## config.mk

```make
export PLATFORM = sky130hd
export DESIGN_NAME = svc_prog_seq
export DESIGN_NICKNAME = d
export VERILOG_FILES = /design/src/rtl/svc_prog_pkg.sv /design/src/rtl/svc_prog_dp.sv /design/src/rtl/svc_prog_ctrl.sv /design/src/rtl/svc_prog_seq.sv
export SDC_FILE = /design/constraint.sdc
export NUM_CORES = 1
export LEC_CHECK = 0
export BUFFER_PORTS_ARGS = -buffer_cell sky130_fd_sc_hd__buf_2
export CORE_MARGIN = 2
export CORE_UTILIZATION = 55
export DETAILED_ROUTE_END_ITERATION = 12
export PLACE_DENSITY = 0.93
export SKIP_LAST_GASP = 1
export SLEW_MARGIN = 10
export SYNTH_ARGS = -nofsm -noshare
export SYNTH_HDL_FRONTEND = slang
export SYNTH_SLANG_ARGS = --single-unit
```

## constraint.sdc

```tcl
create_clock -name clk -period 3.65 [get_ports clk]
set_input_delay 1.095 -clock clk [delete_from_list [all_inputs] [get_ports clk]]
set_output_delay 1.095 -clock clk [all_outputs]
set_load 0.1 [all_outputs]
```

## src/rtl/svc_prog_pkg.sv

```systemverilog
package svc_prog_pkg;

  typedef enum logic [2:0] {
    KIND_IDLE   = 3'd0,
    KIND_RESET  = 3'd1,
    KIND_PAGE   = 3'd2,
    KIND_WRITE  = 3'd3,
    KIND_VERIFY = 3'd4
  } pktKind_e;

  typedef enum logic [3:0] {
    ST_IDLE, ST_PWRUP, ST_RST1, ST_PAGE, ST_FILL, ST_OFF,
    ST_RST2, ST_PROG, ST_TAIL, ST_RECOV, ST_DONE
  } seqState_e;

  // strobes from control to datapath
  typedef struct packed {
    logic capture;
    logic cntInc;
    logic cntClr;
    logic offInc;
    logic offClr;
    logic ackArm;
    logic ackClr;
    logic succLoad;
    logic succVal;
  } seqStrobe_t;

  localparam logic [7:0] OP_IDLE   = 8'hFF;
  localparam logic [7:0] OP_PAGE   = 8'h7D;
  localparam logic [7:0] PAGE_ONE  = 8'h01;
  localparam logic [7:0] OP_WRITE  = 8'h78; // write, register field 0 (address)
  localparam logic [7:0] OP_VERIFY = 8'h70; // verify, register field 0

  function automatic int maxOf(input int a, input int b);
    return (a > b) ? a : b;
  endfunction

  function automatic logic [23:0] makePayload(input pktKind_e k, input logic [7:0] data);
    logic [7:0] b0;
    logic [7:0] b1;
    case (k)
      KIND_IDLE:   begin b0 = OP_IDLE;   b1 = 8'h00;    end
      KIND_PAGE:   begin b0 = OP_PAGE;   b1 = PAGE_ONE; end
      KIND_WRITE:  begin b0 = OP_WRITE;  b1 = data;     end
      KIND_VERIFY: begin b0 = OP_VERIFY; b1 = data;     end
      default:     begin b0 = 8'h00;     b1 = 8'h00;    end
    endcase
    return {b0, b1, b0 ^ b1};
  endfunction

endpackage

```

## src/rtl/svc_prog_dp.sv

```systemverilog
module svc_prog_dp
  import svc_prog_pkg::*;
#(
  parameter int CNT_W = 5,
  parameter int OFF_W = 8
) (
  input  logic             clk,
  input  logic             rstN,
  input  seqStrobe_t       stb,
  input  pktKind_e         kind,
  input  logic             ack,
  input  logic             progVerifyIn,
  input  logic             pwrCycleEnIn,
  input  logic [OFF_W-1:0] offClocksIn,
  input  logic [7:0]       regValueIn,
  output logic [CNT_W-1:0] cnt,
  output logic             offDone,
  output logic             ackFlag,
  output logic             modeVerify,
  output logic             cycleEn,
  output logic             success,
  output logic [7:0]       pktByte0,
  output logic [7:0]       pktByte1,
  output logic [7:0]       pktByte2
);

  logic [OFF_W-1:0] offCnt;
  logic [OFF_W-1:0] offLimit;
  logic [7:0]       dataReg;
  logic [23:0]      payload;

  always_ff @(posedge clk) begin
    if (!rstN) begin
      cnt        <= '0;
      offCnt     <= '0;
      offLimit   <= '0;
      dataReg    <= '0;
      ackFlag    <= 1'b0;
      modeVerify <= 1'b0;
      cycleEn    <= 1'b0;
      success    <= 1'b0;
    end else begin
      if (stb.capture) begin
        modeVerify <= progVerifyIn;
        cycleEn    <= pwrCycleEnIn;
        offLimit   <= offClocksIn;
        dataReg    <= regValueIn;
      end
      if (stb.cntClr)      cnt <= '0;
      else if (stb.cntInc) cnt <= cnt + 1'b1;
      if (stb.offClr)      offCnt <= '0;
      else if (stb.offInc) offCnt <= offCnt + 1'b1;
      if (stb.ackClr)                ackFlag <= 1'b0;
      else if (stb.ackArm && ack)    ackFlag <= 1'b1;
      if (stb.succLoad) success <= stb.succVal;
    end
  end

  // a zero length is treated as one clock
  assign offDone = ({1'b0, offCnt} + (OFF_W+1)'(1)) >= {1'b0, offLimit};

  assign payload  = makePayload(kind, dataReg);
  assign pktByte0 = payload[23:16];
  assign pktByte1 = payload[15:8];
  assign pktByte2 = payload[7:0];

endmodule

```

## src/rtl/svc_prog_ctrl.sv

```systemverilog
module svc_prog_ctrl
  import svc_prog_pkg::*;
#(
  parameter int PWRUP_CNT = 20,
  parameter int RST1_CNT  = 3,
  parameter int PAGE_CNT  = 5,
  parameter int FILL_CNT  = 6,
  parameter int RST2_CNT  = 3,
  parameter int PROG_CNT  = 5,
  parameter int TAIL_CNT  = 10,
  parameter int CNT_W     = 5
) (
  input  logic             clk,
  input  logic             rstN,
  input  logic             start,
  input  logic             modeVerify,
  input  logic             cycleEn,
  input  logic             accept,
  input  logic             ack,
  input  logic             ackFlag,
  input  logic             offDone,
  input  logic [CNT_W-1:0] cnt,
  output seqState_e        state,
  output pktKind_e         kind,
  output logic             offer,
  output seqStrobe_t       stb
);

  seqState_e  nxt;
  seqState_e  follow;
  logic [CNT_W-1:0] lim;
  logic       lastPkt;
  pktKind_e   progKind;

  assign progKind = modeVerify ? KIND_VERIFY : KIND_WRITE;

  always_ff @(posedge clk) begin
    if (!rstN) state <= ST_IDLE;
    else       state <= nxt;
  end

  // per-phase packet count and successor
  always_comb begin
    lim    = CNT_W'(1);
    follow = ST_IDLE;
    kind   = KIND_IDLE;
    offer  = 1'b0;
    case (state)
      ST_PWRUP: begin lim = CNT_W'(PWRUP_CNT); follow = ST_RST1; kind = KIND_IDLE;  offer = 1'b1; end
      ST_RST1:  begin lim = CNT_W'(RST1_CNT);  follow = ST_PAGE; kind = KIND_RESET; offer = 1'b1; end
      ST_PAGE:  begin lim = CNT_W'(PAGE_CNT);  follow = ST_FILL; kind = KIND_PAGE;  offer = 1'b1; end
      ST_FILL:  begin
        lim    = CNT_W'(FILL_CNT);
        follow = cycleEn ? ST_OFF : ST_RST2;
        kind   = KIND_PAGE;
        offer  = 1'b1;
      end
      ST_RST2:  begin lim = CNT_W'(RST2_CNT);  follow = ST_PROG; kind = KIND_RESET; offer = 1'b1; end
      ST_PROG:  begin lim = CNT_W'(PROG_CNT);  follow = ST_TAIL; kind = progKind;   offer = 1'b1; end
      ST_TAIL:  begin lim = CNT_W'(TAIL_CNT);  follow = ST_DONE; kind = progKind;   offer = 1'b1; end
      ST_RECOV: begin lim = CNT_W'(TAIL_CNT);  follow = ST_DONE; kind = KIND_RESET; offer = 1'b1; end
      default:  ;
    endcase
  end

  assign lastPkt = (cnt == lim - 1'b1);

  always_comb begin
    nxt        = state;
    stb        = '0;
    stb.ackArm = (state == ST_PROG) || (state == ST_TAIL);
    case (state)
      ST_IDLE: begin
        if (start) begin
          nxt         = ST_PWRUP;
          stb.capture = 1'b1;
          stb.cntClr  = 1'b1;
          stb.ackClr  = 1'b1;
        end
      end
      ST_OFF: begin
        stb.offInc = 1'b1;
        if (offDone) begin
          nxt        = ST_RST2;
          stb.offClr = 1'b1;
          stb.cntClr = 1'b1;
        end
      end
      ST_DONE: nxt = ST_IDLE;
      default: begin
        if (accept) begin
          if (state == ST_PROG && (ackFlag || ack)) begin
            nxt        = ST_RECOV;
            stb.cntClr = 1'b1;
          end else if (lastPkt) begin
            nxt        = follow;
            stb.cntClr = 1'b1;
            stb.offClr = (follow == ST_OFF);
            if (follow == ST_DONE) begin
              stb.succLoad = 1'b1;
              stb.succVal  = (state == ST_RECOV) ? 1'b1 : (ackFlag || ack);
            end
          end else begin
            stb.cntInc = 1'b1;
          end
        end
      end
    endcase
  end

endmodule

```

## src/rtl/svc_prog_seq.sv

```systemverilog
module svc_prog_seq
  import svc_prog_pkg::*;
#(
  parameter int PWRUP_CNT = 20,
  parameter int RST1_CNT  = 3,
  parameter int PAGE_CNT  = 5,
  parameter int FILL_CNT  = 6,
  parameter int RST2_CNT  = 3,
  parameter int PROG_CNT  = 5,
  parameter int TAIL_CNT  = 10,
  parameter int OFF_W     = 8
) (
  input  logic             clk,
  input  logic             rstN,
  input  logic             start,
  input  logic             progVerify,
  input  logic             pwrCycleEn,
  input  logic [OFF_W-1:0] offClocks,
  input  logic [7:0]       regValue,
  input  logic             ack,
  input  logic             pktReady,
  output logic             pktValid,
  output logic [2:0]       pktKind,
  output logic [7:0]       pktByte0,
  output logic [7:0]       pktByte1,
  output logic [7:0]       pktByte2,
  output logic             longPreamble,
  output logic             trackPowerEn,
  output logic             busy,
  output logic             done,
  output logic             success
);

  localparam int MAX_CNT = maxOf(maxOf(maxOf(PWRUP_CNT, RST1_CNT), maxOf(PAGE_CNT, FILL_CNT)),
                                 maxOf(maxOf(RST2_CNT, PROG_CNT), TAIL_CNT));
  localparam int CNT_W   = $clog2(MAX_CNT + 1);

  seqState_e        state;
  pktKind_e         kind;
  seqStrobe_t       stb;
  logic             offer;
  logic             accept;
  logic [CNT_W-1:0] cnt;
  logic             offDone;
  logic             ackFlag;
  logic             modeVerify;
  logic             cycleEn;

  assign accept = offer && pktReady;

  svc_prog_ctrl #(
    .PWRUP_CNT(PWRUP_CNT), .RST1_CNT(RST1_CNT), .PAGE_CNT(PAGE_CNT), .FILL_CNT(FILL_CNT),
    .RST2_CNT(RST2_CNT), .PROG_CNT(PROG_CNT), .TAIL_CNT(TAIL_CNT), .CNT_W(CNT_W)
  ) u_ctrl (
    .clk(clk), .rstN(rstN), .start(start), .modeVerify(modeVerify), .cycleEn(cycleEn),
    .accept(accept), .ack(ack), .ackFlag(ackFlag), .offDone(offDone), .cnt(cnt),
    .state(state), .kind(kind), .offer(offer), .stb(stb)
  );

  svc_prog_dp #(.CNT_W(CNT_W), .OFF_W(OFF_W)) u_dp (
    .clk(clk), .rstN(rstN), .stb(stb), .kind(kind), .ack(ack),
    .progVerifyIn(progVerify), .pwrCycleEnIn(pwrCycleEn), .offClocksIn(offClocks),
    .regValueIn(regValue), .cnt(cnt), .offDone(offDone), .ackFlag(ackFlag),
    .modeVerify(modeVerify), .cycleEn(cycleEn), .success(success),
    .pktByte0(pktByte0), .pktByte1(pktByte1), .pktByte2(pktByte2)
  );

  assign pktValid     = offer;
  assign pktKind      = kind;
  assign busy         = (state != ST_IDLE) && (state != ST_DONE);
  assign done         = (state == ST_DONE);
  assign longPreamble = busy;
  assign trackPowerEn = busy && (state != ST_OFF);

endmodule

```

==> results.yml, run 1 <==
outcome:
  status: "finished, final reports clean"
clock_tree:
  postCtsResizedCells: 0
  clock_latency_ns: 0.30
  buffers_inserted_by_post_cts_timing_repair: 0
  cts-buffers-inserted: 5
  cts_hold_buffers: 0
  cts.reportedPaths.clkPinSlew_ns: 0.08
  clock_tree.buffer_depth: 2
  tritoncts: "yes"
  clockRootBuffer: "clkbuf_8"
  clkSinkCount: 37
  cts.htree.levels: 2
route:
  drt_iter0_markers: 257
  wl_um: 6950
  viasPerCell: 6.25
  routed-via-count: 2655
  wire_per_inst_um: 16.4
  detail-route-antenna-nets: 0
  firstDrtPassIters: 5
  drc: 0
setup_path:
  timing.reg2reg.setup_slack_ns: 0.36
  arrival_ns: 2.44
  setup.worst_path.class: "flop to output pin"
  path_max_fanout: 17
  worst_r2r_path_depth: 10
  timing.rr.start: "u_ctrl.state[1]"
  r2r-end: "u_dp.offCnt[0]"
  worst-endpoint-required_ns: 2.55
  worst_setup_path_end_kind: "output pin"
  cp_cell_sequence: "nor3b_2 -> a22o_1 -> inv_2 -> nand2b_1 -> clkinvlp_4 -> or2_4 -> buf_2"
  timing.critical_path.slowest_stage_cell: "dfxtp_1"
  critPathLaunch: "u_ctrl.state[1]"
  critPathLaunchType: "flop"
  max_stage_delay_ns: 0.75
sta:
  final.hold.worst_slack_ns: 0.460
  finalHoldViolations: 0
  relSlewSlack_pct: 54.9
  final_min_period_over_clock_period_pct: 96.9
  rsz_0062_raised_after_global_routing: "false"
  tightestPinTransition_ns: 0.675
  fin_skew_ns: 0.00436
  max_freq_ghz: 0.283
  timing.final.setup_violations: 0
  timing.setup.tns_ns: 0
  timing.final.max_slew_violations: 0
  period_minus_slack_ns: 3.54
yosys:
  dominantRegCellSynth: "dfxtp_1"
  synth_xor_area_share_pct: 6.11
  synth.area.top_cells: "dfxtp_1 29%, nand2_1 6.8%, a21oi_1 6.0%"
  yosys-mux-area-fraction_pct: 1.16
  netlist-cell-type-count: 58
  async_flop_share_pct: 0
  synth_compound_gate_area_share_pct: 23.9
  synth_fp_nets: 358
  syn-instance-count: 324
  synth.yosys.seq_area_share_pct: 28.7
  avgSynthCellArea_um2: 7.96
  synthesized_area_fraction_occupied_by_adder_cells_pct: 5.34
  ys_seq_elements: 37
  synthDominantAreaCellType: "dfxtp_1"
  synthDominantCellAreaShare_pct: 28.7
  synth_enable_flop_cells: 0
  synth_top_family_by_area: "simple AND/OR/NAND/NOR gates"
  synth_simple_gate_area_share_pct: 26.9
  yosysWarningCount: 0
  netlist_area_mm2: 0.00258
place:
  dp.cells: 417
  gpl.final_weighted_congestion: 0.930
  dp.final_hpwl_um: 4940
  placement.io_buffers: 55
power:
  sw_frac_of_total_pct: 56.9
  clock_power_share_pct: 13.7
  power_density_mw_per_mm2: 773
  ir_drop_mv: 0.687
  power_total_mw: 2.42
  p_int_mw: 1.04
  sequential_share_of_power_pct: 21.1
  cellLeakagePower_nw: 1.32
  pwr-share-comb_pct: 65.2
  netSwitchingPower_mw: 1.38
final_layout:
  final_common_cell: "nand2_1"
  finalCoreUtilization_pct: 70.4
  finalNetCount: 406
  n_fill_cell: 287
  area_delta_synth_final_pct: 21.4
  multiInputGateArea_mm2: 0.00166
  drive_above_1_share_pct: 27.6
  final_cell_count_without_fillers: 425
  seqCellArea_um2: 741
  most-common-layout-cells: "47 x nand2_1, 46 x buf_2, 37 x dfxtp_1, 29 x a21oi_1, 16 x nor2_1"
  count_of_inserted_antenna_diode_cells: 0
grt:
  vias_in_the_first_global_route: 2614
  global_route.usage.total_pct: 28.1
  grt_antenna_before_repair: 0
  grt.overflow.total: 0
  maximum_number_of_pins_on_one_net_before_global_route_repair: 22
  global_route_wire_length_before_repair_um: 11800
floorplanning:
  row_count: 24
  io_pins: 56
  dieHeight_um: 72.5
  die_w_um: 72.5
  start_util_pct: 58.0
  fp.dieArea_mm2: 0.00525
  design.core.area_mm2: 0.00444
run:
  max-cap-violations: 0
min_path:
  min_path_cells: 2
  hold_path.class: "flop to flop"
  timing.hold.worst_endpoint: "u_dp.dataReg[7]"
  hold_path_startpoint: "u_dp.dataReg[7]"
==> sequential cells by signal, indices dropped and copies added, names as in the netlist <==
name and cells:
u_dp.dataReg 8, u_dp.success 1, u_dp.offLimit 8, u_dp.offCnt 8, u_dp.cycleEn 1, u_dp.modeVerify 1, u_dp.cnt 5, u_dp.ackFlag 1
u_ctrl.state 4
==> metrics by stage <==
| stage | area (um2) | worst slack, ns |
|---|---|---|
| 2_1_floorplan | 2610 | -0.112 |
| 3_3_place_gp | 3030 | 0.549 |
| 3_5_place_dp | 3030 | 0.447 |
| 4_1_cts | 3130 | 0.140 |
| 5_1_grt | 3130 | 0.00538 |
| 6_report | 3130 | 0.112 |
==> routing by layer <==
layer | vias to the layer above | routed length [um] | global-route usage, %
met1 | 1234 | 2710 | 32.5
met2 | 148 | 3440 | 50.5
li1 | 1235 | - | -
met3 | 38 | 496 | 5.69
met5 | - | 0 | 0
met4 | 0 | 310 | 11.5
==> power by group through the flow <==
stage	logic (mW)	registers (mW)	clock network (mW)
finish	1.58	0.511	0.331
global route	1.65	0.518	0.352
CTS	1.57	0.509	0.334
detailed placement	1.54	0.517	0
global placement	1.51	0.512	0
floorplan	1.33	0.494	0
==> layout make-up <==
type                    instances  area share [%]
flip-flops and latches         37            23.7
well taps                      52            2.08
inverters                      18            2.28
multi-input cells             245            53.1
clock buffers                   7            3.08
clock inverters                 1           0.280
repair buffers                 65            15.5
==> Yosys cell counts (all sizes together) (3+ instances only) <==
cell	n
xor2	8
nand2b	5
buf	13
clkbuf	11
or2	5
o21a	4
nand2	47
a31o	4
dfxtp	37
nand4	8
a211oi	10
ha	11
mux2i	3
a21o	7
inv	18
and2	7
nor3	5
nor2	20
a21oi	33
and3	8
xnor2	10
nand3	12
o21ai	8
==> worst max-delay path, delay by kind of cell (launching register included) <==
kind                   cells  cell delay (ns)
DFF                        1             0.75
buffers and inverters      3             0.65
and+or+nand+nor            3             0.37
AOI/OAI and AO/OA          1             0.37
==> how the worst max path moves through the flow <==
stage / endpoint / slack (ns) / cells past startpoint
after floorplan: pktByte2[3] / -0.11 / 6
after global placement: u_ctrl.state[2] / 0.55 / 11
after detailed placement: u_dp.offCnt[0] / 0.45 / 10
after CTS: pktByte2[2] / 0.14 / 7
after global routing: pktByte2[2] / 0.005 / 7
final: pktByte2[2] / 0.11 / 7
==> kinds of logic (layout without fill, tap and decap cells) <==
logic type	after synthesis	after routing
XOR/XNOR	18	18
buffers and inverters	42	91
AND/OR/NAND/NOR	129	129
multiplexers	3	3
flip-flops	37	37
AO/OA/AOI/OAI	84	84
adder cells (fa/ha/maj)	11	11
(Power assumes the default switching activity.)
==> run 2, diff against run 1 <==
--- a/config.mk
+++ b/config.mk
@@ -6,9 +6,11 @@
 export NUM_CORES = 1
 export LEC_CHECK = 0
 export BUFFER_PORTS_ARGS = -buffer_cell sky130_fd_sc_hd__buf_2
+export CORE_ASPECT_RATIO = 0.9
 export CORE_MARGIN = 2
 export CORE_UTILIZATION = 55
 export DETAILED_ROUTE_END_ITERATION = 12
+export MAX_ROUTING_LAYER = met4
 export PLACE_DENSITY = 0.93
 export SKIP_LAST_GASP = 1
 export SLEW_MARGIN = 10
==> run 2 against run 1 <==
Cell count up 2.1%. Design area decreased by 0.84%. Sequential cell count is the same. Via count down 7.0%. Highest routed layer unchanged. Sequential power is 2% higher. Critical path depth up 1.
==> results.yml, run 2 (synthesis results as in run 1) <==
floorplanning:
  io_pins: 56
  start_util_pct: 57.4
  fp.dieArea_mm2: 0.00525
  dieHeight_um: 69.0
  design.core.area_mm2: 0.00449
  row_count: 23
  die_w_um: 76.2
sta:
  final.hold.worst_slack_ns: 0.458
  max_freq_ghz: 0.285
  fin_skew_ns: 0.00713
  timing.final.ws_setup_ns: 0.146
  final_min_period_over_clock_period_pct: 96.0
  timing.final.max_slew_violations: 0
  timing.final.setup_violations: 0
  rsz_0062_raised_after_global_routing: "false"
  tightestPinTransition_ns: 0.684
  relSlewSlack_pct: 54.3
  finalHoldViolations: 0
  period_minus_slack_ns: 3.50
final_layout:
  finish.instance_area_mm2: 0.00310
  seqCellArea_um2: 742
  multiInputGateArea_mm2: 0.00167
  final_cell_count_without_fillers: 434
  count_of_inserted_antenna_diode_cells: 0
  top_regs: "u_dp.dataReg: 8 flops, u_dp.offCnt: 8 flops, u_dp.offLimit: 8 flops"
  most-common-layout-cells: "49 x buf_2, 47 x nand2_1, 36 x dfxtp_1, 29 x a21oi_1, 15 x nor2_1"
  final_common_cell: "buf_2"
  n_fill_cell: 352
  finalNetCount: 405
  drive_above_1_share_pct: 28.0
  area_delta_synth_final_pct: 20.4
clock_tree:
  cts.htree.levels: 2
  cts_hold_buffers: 0
  cts-buffers-inserted: 5
  clock_latency_ns: 0.30
  tritoncts: "yes"
  clkSinkCount: 37
  clockRootBuffer: "clkbuf_8"
  cts.reportedPaths.clkPinSlew_ns: 0.08
  clock_tree.buffer_depth: 2
route:
  routed-via-count: 2470
  detail-route-antenna-nets: 0
  drc: 0
  wire_per_inst_um: 14.1
  wl_um: 6140
  viasPerCell: 5.69
  drt_iter0_markers: 142
  firstDrtPassIters: 4
setup_path:
  timing.critical_path.slowest_stage_cell: "dfxtp_1"
  worst_setup_path_end_kind: "output pin"
  max_stage_delay_ns: 0.72
  timing.reg2reg.setup_slack_ns: 0.35
  timing.rr.start: "u_ctrl.state[2]"
  path_max_fanout: 20
  worst-path-buf-inv: 3
  critical_path.top_delay_family: "buffers and inverters"
  setup.worst_path.class: "flop to output pin"
  worst_r2r_path_depth: 10
  critPathLaunchType: "flop"
  cp_cell_sequence: "nor2_1 -> buf_4 -> nand2_1 -> o21ai_1 -> buf_4 -> and2_1 -> nor2_2 -> buf_2"
  worst-path-stages: 8
  r2r-end: "u_dp.offCnt[1]"
  worst-endpoint-required_ns: 2.55
  arrival_ns: 2.41
  crit_path_frequent_cell: "buf_4"
min_path:
  hold_path_startpoint: "u_dp.offLimit[6]"
  hold_path.class: "flop to flop"
  min_path_cells: 2
  timing.hold.worst_endpoint: "u_dp.offLimit[6]"
grt:
  maximum_number_of_pins_on_one_net_before_global_route_repair: 22
  global_route.usage.total_pct: 24.2
  global_route_wire_length_before_repair_um: 9830
  grt.overflow.total: 0
  vias_in_the_first_global_route: 2189
  grt_antenna_before_repair: 0
run:
  max-cap-violations: 0
place:
  detailed_place.area_mm2: 0.00299
  dp.cells: 426
  gpl.final_weighted_congestion: 0.895
  dp.final_hpwl_um: 4630
  dpl_worst_slack_ns: 0.396
  placement.io_buffers: 55
power:
  ir_drop_mv: 0.701
  power_density_mw_per_mm2: 778
  cellLeakagePower_nw: 1.31
  power_total_mw: 2.41
outcome:
  status: "finished, final reports clean"
## run 2: cell types whose count changed in the layout (fill, tap and decap cells not counted), sizes merged
cell	delta
buf	-1
clkinv	+1
clkbuf	-2
clkinvlp	+1
bufinv	+1
inv	-1
## run 2: layer usage
metal / share of wire (%) / wire length, um / track usage, %
met1: 45 / 2760 / 29.3
met2: 47 / 2890 / 41.2
met3: 6.7 / 414 / 3.78
met4: 1.2 / 75 / 10.7
met5: 0 / 0 / -
## run 2: how the worst max path moves through the flow
stage,slack (ns),endpoint,from
CTS,0.08,pktByte2[2],u_ctrl.state[0]
finish,0.15,pktByte2[5],u_ctrl.state[2]
floorplan,-0.11,pktByte2[3],u_ctrl.state[3]
global route,0.02,pktByte2[5],u_ctrl.state[2]
global placement,0.47,pktByte2[2],u_ctrl.state[0]
detailed placement,0.40,u_dp.offCnt[0],u_ctrl.state[2]
## run 2: through the flow
step | TNS [ns] | utilization, %
2_1_floorplan | -0.241 | -
3_3_place_gp | 0 | 66.5
3_5_place_dp | 0 | 66.5
4_1_cts | 0 | 69.1
5_1_grt | 0 | 69.1
6_report | 0 | 69.1
## run 2: power by group
group | internal (mW) | switching, mW | total (mW)
Clock | 0.205 | 0.163 | 0.368
Combinational | 0.408 | 1.12 | 1.53
Sequential | 0.457 | 0.0633 | 0.520
Total | 1.07 | 1.35 | 2.41
## run 2: worst register-to-register path, cell delays in order (launching register included)
cell and delay [ns]:
dfxtp_1 0.72, buf_4 0.27, nor3_2 0.06, nor3_4 0.19
ha_1 0.28, xnor2_1 0.23, a211oi_1 0.13, a2111oi_4 0.43
nand3_4 0.25, o311ai_4 0.51, nor2_1 0.10
## run 2: area by class of cell
type,count,share of cell area (%)
Multi-Input combinational cell,245,53.6
Sequential cell,37,23.9
Timing Repair Buffer,64,13.9
Tap cell,62,2.50
Inverter,18,2.30
Clock buffer,5,2.22
Clock inverter,3,1.49
## run 2: what timing repair did
| action | 4_1_cts | 5_1_grt |
|---|---|---|
| setup buffers | 0 | 0 |
| setup endpoints to repair | 0 | 4 |
| resized for setup | 0 | 2 |
==> run 3, diff against run 2 <==
--- a/config.mk
+++ b/config.mk
@@ -7,7 +7,6 @@
 export LEC_CHECK = 0
 export BUFFER_PORTS_ARGS = -buffer_cell sky130_fd_sc_hd__buf_2
 export CORE_ASPECT_RATIO = 0.9
-export CORE_MARGIN = 2
 export CORE_UTILIZATION = 55
 export DETAILED_ROUTE_END_ITERATION = 12
 export MAX_ROUTING_LAYER = met4
==> run 3 against run 2 <==
Global-route usage up 5.7 points. Largest power group unchanged. Worst hold slack better by 0.0026 ns. Core utilization up 0.20 points. Largest cell class unchanged. First-iteration DRC count up 23%.
==> results.yml, run 3 (synthesis results as in run 1) <==
power:
  power_density_mw_per_mm2: 778
  sequential_share_of_power_pct: 21.2
  ir_drop_mv: 0.831
  netSwitchingPower_mw: 1.38
  pwr-share-comb_pct: 65.0
  p_int_mw: 1.05
  cellLeakagePower_nw: 1.32
  clock_power_share_pct: 13.9
  sw_frac_of_total_pct: 56.8
route:
  firstDrtPassIters: 5
  wire_per_inst_um: 16.0
  routed-via-count: 2614
  viasPerCell: 6.00
  detail-route-antenna-nets: 0
  drt_iter0_markers: 175
  wl_um: 6980
  drc: 0
outcome:
  status: "finished, final reports clean"
grt:
  grt_antenna_before_repair: 0
  global_route_wire_length_before_repair_um: 10900
  grt.overflow.total: 0
  maximum_number_of_pins_on_one_net_before_global_route_repair: 22
  vias_in_the_first_global_route: 2400
  global_route.usage.total_pct: 29.9
final_layout:
  count_of_inserted_antenna_diode_cells: 0
  finalCoreUtilization_pct: 69.3
  finalNetCount: 407
  drive_above_1_share_pct: 28.6
  n_fill_cell: 343
  most-common-layout-cells: "49 x buf_2, 47 x nand2_1, 36 x dfxtp_1, 29 x a21oi_1, 15 x nor2_1"
  area_delta_synth_final_pct: 20.7
  top_regs: "u_dp.dataReg: 8 flops, u_dp.offCnt: 8 flops, u_dp.offLimit: 8 flops"
  final_common_cell: "buf_2"
  final_cell_count_without_fillers: 436
sta:
  fin_skew_ns: 0.00681
  final_min_period_over_clock_period_pct: 96.2
  rsz_0062_raised_after_global_routing: "false"
  relSlewSlack_pct: 51.0
  tightestPinTransition_ns: 0.733
  timing.final.ws_setup_ns: 0.138
  max_freq_ghz: 0.285
  timing.final.max_slew_violations: 0
  finalHoldViolations: 0
  period_minus_slack_ns: 3.51
  timing.final.setup_violations: 0
place:
  dp.cells: 428
  placement.io_buffers: 55
  dp.final_hpwl_um: 5060
  dpl_worst_slack_ns: 0.427
  gpl.final_weighted_congestion: 0.969
clock_tree:
  clock_tree.buffer_depth: 2
  tritoncts: "yes"
  clock_latency_ns: 0.30
  buffers_inserted_by_post_cts_timing_repair: 0
  cts.reportedPaths.clkPinSlew_ns: 0.08
  cts.htree.levels: 2
  cts-buffers-inserted: 5
  clockRootBuffer: "clkbuf_8"
  clkSinkCount: 37
floorplanning:
  die_w_um: 74.2
  start_util_pct: 57.4
  dieHeight_um: 67.0
  design.core.area_mm2: 0.00449
  io_pins: 56
  fp.dieArea_mm2: 0.00497
  row_count: 23
setup_path:
  critical_path.top_delay_family: "flip-flops"
  timing.critical_path.slowest_stage_cell: "dfxtp_1"
  worst_setup_path_end_kind: "output pin"
  arrival_ns: 2.42
  worst-path-buf-inv: 2
  cp_cell_sequence: "or3b_4 -> a21oi_1 -> a21oi_1 -> inv_1 -> buf_2"
  critPathLaunchType: "flop"
  path_max_fanout: 14
  crit_path_frequent_cell: "a21oi_1"
  setup.worst_path.class: "flop to output pin"
  max_stage_delay_ns: 0.68
  worst-endpoint-required_ns: 2.55
min_path:
  hold_path.class: "flop to flop"
run:
  max-cap-violations: 0
[run 3: path summary, 6_finish.rpt]
check / cells after the start / from / end / slack, ns
min reg2reg: 2 / u_dp.dataReg[2] / u_dp.dataReg[2] / 0.46
min: 2 / u_dp.dataReg[2] / u_dp.dataReg[2] / 0.46
max reg2reg: 11 / u_dp.offCnt[2] / u_ctrl.state[2] / 0.36
max: 5 / u_ctrl.state[2] / pktKind[1] / 0.14
[run 3: final cells by class]
| cell class | count | area [um2] | share of cell area (%) |
|---|---|---|---|
| multi-input cells | 245 | 1670 | 53.6 |
| repair buffers | 66 | 448 | 14.4 |
| clock buffers | 7 | 96.3 | 3.09 |
| clock inverters | 1 | 8.76 | 0.281 |
| flip-flops and latches | 37 | 742 | 23.8 |
| inverters | 18 | 71.3 | 2.29 |
| well taps | 62 | 77.6 | 2.49 |
[run 3: worst register-to-register path, delay by kind of cell (launching register included)]
family / cells / cell delay (ns)
fa+ha+maj: 1 / 0.30
compound gates: 5 / 1.42
xor+xnor: 1 / 0.14
flops: 1 / 0.48
simple gates: 4 / 0.82
[run 3: routing by layer]
layer	track usage (%)	vias to the layer above	routed length [um]
met3	6.20	28	469
met5	-	-	0
met1	35.0	1215	2980
met2	49.3	134	3310
met4	13.0	0	226
li1	-	1237	-
[run 3: metrics by stage]
stage	total power [mW]	area, um2	TNS (ns)	hold slack [ns]
finish	2.42	3110	0	0.460
global route	2.52	3110	0	0.482
CTS	2.40	3110	0	0.461
detailed placement	2.06	3000	0	0.447
global placement	2.03	3000	0	0.440
floorplan	1.83	2610	-0.241	0.432
[run 3: what timing repair did]
item / 4_1_cts / 5_1_grt
setup endpoints to repair: 0 / 4
gates resized for setup: 0 / 3
hold buffers: 0 / 0
[run 3: power by group through the flow]
| stage | Combinational (mW) | Sequential (mW) | Clock [mW] |
|---|---|---|---|
| after global routing | 1.64 | 0.519 | 0.354 |
| after floorplan | 1.33 | 0.494 | 0 |
| final | 1.57 | 0.512 | 0.336 |
| after detailed placement | 1.55 | 0.517 | 0 |
| after CTS | 1.56 | 0.509 | 0.333 |
| after global placement | 1.51 | 0.516 | 0 |
